==> src/rtl/dbgmb_pkg.sv <==
package dbgmb_pkg;
  localparam int STATUS_W    = 32;
  localparam int IN_FLAG_BIT = 30;
  localparam int OUT_FLAG_BIT = 29;
endpackage

==> src/rtl/dbgmb_gate.sv <==
// Screens core accesses against the user-mode lockout.
module dbgmb_gate (
  input  logic lock_user,
  input  logic core_user,
  input  logic rd_req,
  input  logic wr_req,
  output logic rd_ok,
  output logic wr_ok,
  output logic trap
);
  logic blocked;
  assign blocked = lock_user & core_user;
  assign rd_ok   = rd_req & ~blocked;
  assign wr_ok   = wr_req & ~blocked;
  assign trap    = (rd_req | wr_req) & blocked;
endmodule

==> src/rtl/dbgmb_slot.sv <==
// One-entry mailbox with an occupancy flag; a put beats a take.
module dbgmb_slot #(
  parameter int W         = 32,
  parameter bit DROP_FULL = 1'b0
) (
  input  logic         clk,
  input  logic         rst_n,
  input  logic         put,
  input  logic [W-1:0] put_data,
  input  logic         take,
  output logic         full,
  output logic [W-1:0] data
);
  logic accept;

  generate
    if (DROP_FULL) begin : g_drop
      assign accept = put & ~full;
    end else begin : g_over
      assign accept = put;
    end
  endgenerate

  always_ff @(posedge clk) begin
    if (!rst_n) begin
      full <= 1'b0;
      data <= '0;
    end else begin
      if (accept) begin
        full <= 1'b1;
        data <= put_data;
      end else if (take) begin
        full <= 1'b0;
      end
    end
  end
endmodule

==> src/rtl/dbg_mailbox.sv <==
module dbg_mailbox
  import dbgmb_pkg::*;
#(
  parameter int DATA_W = 32
) (
  input  logic                clk,
  input  logic                rst_n,
  input  logic                lock_user,
  input  logic                core_user,
  input  logic                core_rd_en,
  output logic [DATA_W-1:0]   core_rd_data,
  input  logic                core_wr_en,
  input  logic [DATA_W-1:0]   core_wr_data,
  output logic                core_trap,
  input  logic                dbg_wr_valid,
  output logic                dbg_wr_ready,
  input  logic [DATA_W-1:0]   dbg_wr_data,
  input  logic                dbg_rd_en,
  output logic [DATA_W-1:0]   dbg_rd_data,
  output logic [STATUS_W-1:0] status
);
  logic rd_ok, wr_ok;
  logic in_full, out_full;

  dbgmb_gate u_gate (
    .lock_user (lock_user),
    .core_user (core_user),
    .rd_req    (core_rd_en),
    .wr_req    (core_wr_en),
    .rd_ok     (rd_ok),
    .wr_ok     (wr_ok),
    .trap      (core_trap)
  );

  // Inbound: debugger -> core, offers dropped while occupied.
  dbgmb_slot #(.W(DATA_W), .DROP_FULL(1'b1)) u_in (
    .clk      (clk),
    .rst_n    (rst_n),
    .put      (dbg_wr_valid),
    .put_data (dbg_wr_data),
    .take     (rd_ok),
    .full     (in_full),
    .data     (core_rd_data)
  );

  // Outbound: core -> debugger, core overwrites while occupied.
  dbgmb_slot #(.W(DATA_W), .DROP_FULL(1'b0)) u_out (
    .clk      (clk),
    .rst_n    (rst_n),
    .put      (wr_ok),
    .put_data (core_wr_data),
    .take     (dbg_rd_en),
    .full     (out_full),
    .data     (dbg_rd_data)
  );

  assign dbg_wr_ready = ~in_full;

  always_comb begin
    status = '0;
    status[IN_FLAG_BIT]  = in_full;
    status[OUT_FLAG_BIT] = out_full;
  end
endmodule

==> config.mk <==
export PLATFORM = sky130hd
export DESIGN_NAME = dbg_mailbox
export DESIGN_NICKNAME = d
export VERILOG_FILES = /design/src/rtl/dbgmb_pkg.sv /design/src/rtl/dbgmb_gate.sv /design/src/rtl/dbgmb_slot.sv /design/src/rtl/dbg_mailbox.sv
export SDC_FILE = /design/constraint.sdc
export NUM_CORES = 1
export LEC_CHECK = 0
export BUFFER_PORTS_ARGS = -buffer_cell sky130_fd_sc_hd__clkbuf_2
export CAP_MARGIN = 0
export CORE_MARGIN = 4
export CORE_UTILIZATION = 40
export DETAILED_ROUTE_END_ITERATION = 6
export PLACE_DENSITY = 0.75
export REMOVE_ABC_BUFFERS = 1
export SYNTH_ARGS = -nofsm -noshare
export SYNTH_HDL_FRONTEND = slang
export SYNTH_SLANG_ARGS = --single-unit
==> constraint.sdc <==
create_clock -name clk -period 1.3 [get_ports clk]
set_input_delay 0.065 -clock clk [delete_from_list [all_inputs] [get_ports clk]]
set_output_delay 0.065 -clock clk [all_outputs]
set_load 0.02 [all_outputs]
* After elaboration in Yosys (flattened, before gate mapping)
Index checks and enable logic that the tools add are counted. W data, S select, Z words.
Operators by class: muxes and demuxes 4, bitwise operators 8, reduce and logical (&&, ||, !) cells 2
Operators with widths (count):
- $and A1 B1 Y1 | 5
- $mux W1 | 4
- $reduce_bool A2 Y1 | 2
- $not A1 Y1 | 2
- $or A1 B1 Y1 | 1
Word-level totals: register bits after elaboration 66, input port bits 72, output and inout port bits 98, word-level logic and storage cells 18

* Logic depth before layout (Yosys ltp)
depth after elaboration 5, gate-level depth with buffers 5, gate-level depth less buffers 3

* By module
From an unflattened synthesis, not the netlist that was laid out.
Second synthesis, totals: cells, all modules 286, area total of the unflattened synthesis 2901.5 sq um
By module, submodules not included:
- dbgmb_slot at u_in | instances 1, cells an instance 143, area an instance 1351.3 sq um, sequential area each 660.6 sq um
- dbgmb_slot at u_out | instances 1, cells an instance 106, area an instance 1277.5 sq um, sequential area each 660.6 sq um
- dbg_mailbox | instances 1, cells an instance 34, area an instance 247.7 sq um, sequential area each 0.0 sq um
- dbgmb_gate | instances 1, cells an instance 3, area an instance 25.0 sq um, sequential area each 0.0 sq um

* Least setup slack after synthesis
No wires, ideal clock.
kind register to register, start register u_in.full, end register u_in.data[24], library setup time 0.116 ns, data arrival time 0.856 ns, data required time 1.184 ns, setup slack 0.328 ns, stages on the path, launching flop included 5, path buffers 1, clock period less this slack 0.972 ns, cells stage by stage dfxtp_1 or2b_4 buf_4 nand2_1 a21boi_1
Between the ends: longest elaborated chain between the ends 2
RTL lines:
- start: declaration | RTL line dbgmb_slot.sv:11 | output logic full,
- start signal: assignment | RTL line dbgmb_slot.sv:26 | full <= 1'b0;
- start signal: assignment | RTL line dbgmb_slot.sv:30 | full <= 1'b1;
- start signal: assignment | RTL line dbgmb_slot.sv:33 | full <= 1'b0;
- $not A1 Y1 | RTL line dbgmb_slot.sv:18 | assign accept = put & ~full;
- $and A1 B1 Y1 | RTL line dbgmb_slot.sv:18
- end signal: assignment | RTL line dbgmb_slot.sv:31 | data <= put_data;
- end: declaration | RTL line dbgmb_slot.sv:12 | output logic [W-1:0] data
Every way passes these cells. A chain may end at the register's enable or synchronous reset.

* Final worst setup path
start register u_in.full, end register u_in.data[8]
Same word-level chain as after synthesis.

==> flow_summary.json <==
{
  "period_share_pct": 86.4,
  "rsz_0062_raised_after_global_routing": "false",
  "floorplan.io_pins": 170,
  "final_layout_size_suffix_gt1_share_pct": 31.4,
  "vias_per_cell": 4.49,
  "numClockSinks": 66,
  "seq_area_frac_synth_pct": 46.8,
  "die_width_um": 92.0,
  "endpoint_kind": "flop",
  "clock_tree.htree_level_count": 3,
  "port_buffers": 139,
  "floorplan.initialDensity_pct": 41.3,
  "cellInternalPower_w": 0.00344,
  "floorplan.die.height_um": 92.0,
  "timing.fmax_ghz": 0.890,
  "row_count": 30,
  "synth_cell_types": 24,
  "synth.cell_area_sq_um": 2820,
  "drcViolationCount": 0,
  "route.vias.total": 2795,
  "synth_largest_type_area_fraction_pct": 46.8,
  "clock-skew-final_ns": 0.00653,
  "comb_power_share_pct": 20.0,
  "holdCritPathClass": "in -> reg",
  "fin_worst_hold_slack_ns": 0.0453,
  "switching_power_w": 0.00131,
  "hold_violations": 0,
  "num-nets-final": 593,
  "first_global_vias": 2707,
  "drv_cap": 0,
  "place.gp.congestion": 0.720,
  "synth-seq-cells": 66,
  "clock_power_share_pct": 33.3,
  "timing.final.crit_period_ns": 1.12,
  "setup_viol_count_final": 0,
  "synth.area.top_cells": "dfxtp_1, nand2_1, buf_4",
  "synthesized_area_divided_by_synthesized_cell_count_sq_um": 8.64,
  "outcome": "completed",
  "drt-initial-drc-count": 45,
  "worstPathMaxFanout": 16,
  "final_cell_mix": "clkbuf_2, nand2_1, dfxtp_1, dlygate4sd3_1, nand3_1",
  "detail_route.first_pass.iterations": 4,
  "clock_tree.root_cell": "clkbuf_8",
  "peakVddDrop_mv": 0.568,
  "power.sequential.fraction_pct": 46.7,
  "mostFrequentLayoutCell": "clkbuf_2",
  "timing.final.max_slew_violations": 0,
  "post_drt_wl_per_cell_um": 12.5,
  "postRouteWirelength_um": 7790,
  "cts_buffers": 9,
  "cp.arrival_ns": 1.38,
  "worst_setup_path_start_kind": "flop",
  "insertion_delay_ns": 0.32,
  "die_area_sq_um": 8470,
  "critical_path_required_ns": 1.55,
  "p_per_area_nw_per_um2": 1130,
  "core_region_area_sq_um": 6830,
  "postLayoutCellArea_sq_um": 4190,
  "tritoncts": "done",
  "grt_pass1_wl_um": 12600,
  "power_leakage_nw": 1.97,
  "globalRoute.totalOverflow": 0,
  "antenna_left": 0,
  "cts.repair.resized": 0,
  "synth_warn": 0,
  "syn_to_final_growth_pct": 48.2,
  "placed_cell_area_sq_um": 3340,
  "grt_max_degree": 66,
  "clock_path_buffers": 2,
  "power.switching_fraction_pct": 27.6,
  "initial_antenna_violation_count": 0,
  "dp_hpwl_um": 4640,
  "critPathKind": "reg -> reg",
  "netlist_instances": 327,
  "gr-usage-all-layers_pct": 18.3,
  "post-cts-setup-buffers": 0,
  "synth_largest_area_cell": "dfxtp_1",
  "path_clk_slew_ns": 0.07
}
path summary, 6_finish.rpt:
path / startpoint / endpoint / slack, ns / cells after the start
max: u_in.full / u_in.data[8] / 0.18 / 4
min: dbg_rd_en / u_out.full / 0.05 / 3
max reg2reg: u_in.full / u_in.data[8] / 0.18 / 4
min reg2reg: u_out.data[17] / u_out.data[17] / 0.45 / 2
state kept, by name, summed over array words and instances, names as in the netlist:
signal      cells
u_out.data     32
u_out.full      1
u_in.full       1
u_in.data      32
cells in the mapped netlist (all sizes together):
master   n
nand2   97
dfxtp   66
buf     50
a21boi  33
o21ai   33
nand3   32
clkbuf   7
nor2     2
nor2b    2
a31oi    1
conb     1
inv      1
o21a     1
or2b     1
final cells by class:
cell class | count | area (sq um)
Clock buffer | 13 | 179
Timing Repair Buffer | 211 | 1440
Antenna cell | 1 | 2.50
Multi-Input combinational cell | 232 | 1110
Clock inverter | 2 | 10.0
Inverter | 1 | 3.75
Fill cell | 581 | 2650
Tap cell | 96 | 120
Sequential cell | 66 | 1320
power groups by stage:
stage / logic (W) / registers, W / clock network, W
finish: 0.000950 / 0.00221 / 0.00158
global route: 0.00103 / 0.00223 / 0.00174
CTS: 0.000936 / 0.00221 / 0.00165
detailed placement: 0.000784 / 0.00225 / 0
global placement: 0.000769 / 0.00225 / 0
floorplan: 0.000272 / 0.00240 / 0
what timing repair did:
item                                   CTS  global route
endpoints found under the hold margin   65             0
hold buffers                            65             0
setup endpoints to repair                0             0
layer usage:
| metal | up-vias | share of wire [%] | global-route usage (%) | wire [um] |
|---|---|---|---|---|
| met3 | 13 | 9.7 | 6.15 | 754 |
| li1 | 1390 | - | - | - |
| met2 | 141 | 52 | 33.1 | 4020 |
| met5 | - | 0 | 0 | 0 |
| met1 | 1251 | 37 | 19.4 | 2900 |
| met4 | 0 | 1.5 | 7.67 | 115 |
kinds of logic (layout without fill, tap and decap cells):
group | after synthesis | in the layout | synth area share, %
flops | 66 | 66 | 46.8
buf+inv | 58 | 227 | 18.0
compound gates | 68 | 68 | 15.4
other cells | 1 | 31 | 0.133
simple gates | 134 | 134 | 19.7
through the flow:
stage	instances	setup slack, ns	power (W)	utilization (%)	TNS, ns
global route	621	0.0535	0.00501	61.2	0
floorplan	299	-0.507	0.00267	-	-29.45
detailed placement	541	0.178	0.00304	48.9	0
CTS	621	0.167	0.00480	61.2	0
finish	622	0.176	0.00474	61.3	0
global placement	541	0.208	0.00302	48.9	0
worst max-delay path, stage by stage, from the launching register on:
cell      delay [ns]
dfxtp_1         0.41
or2b_4          0.26
buf_4           0.18
nand2_1         0.06
a21boi_1        0.14
Note: power is estimated with default switching activity, not from simulation.
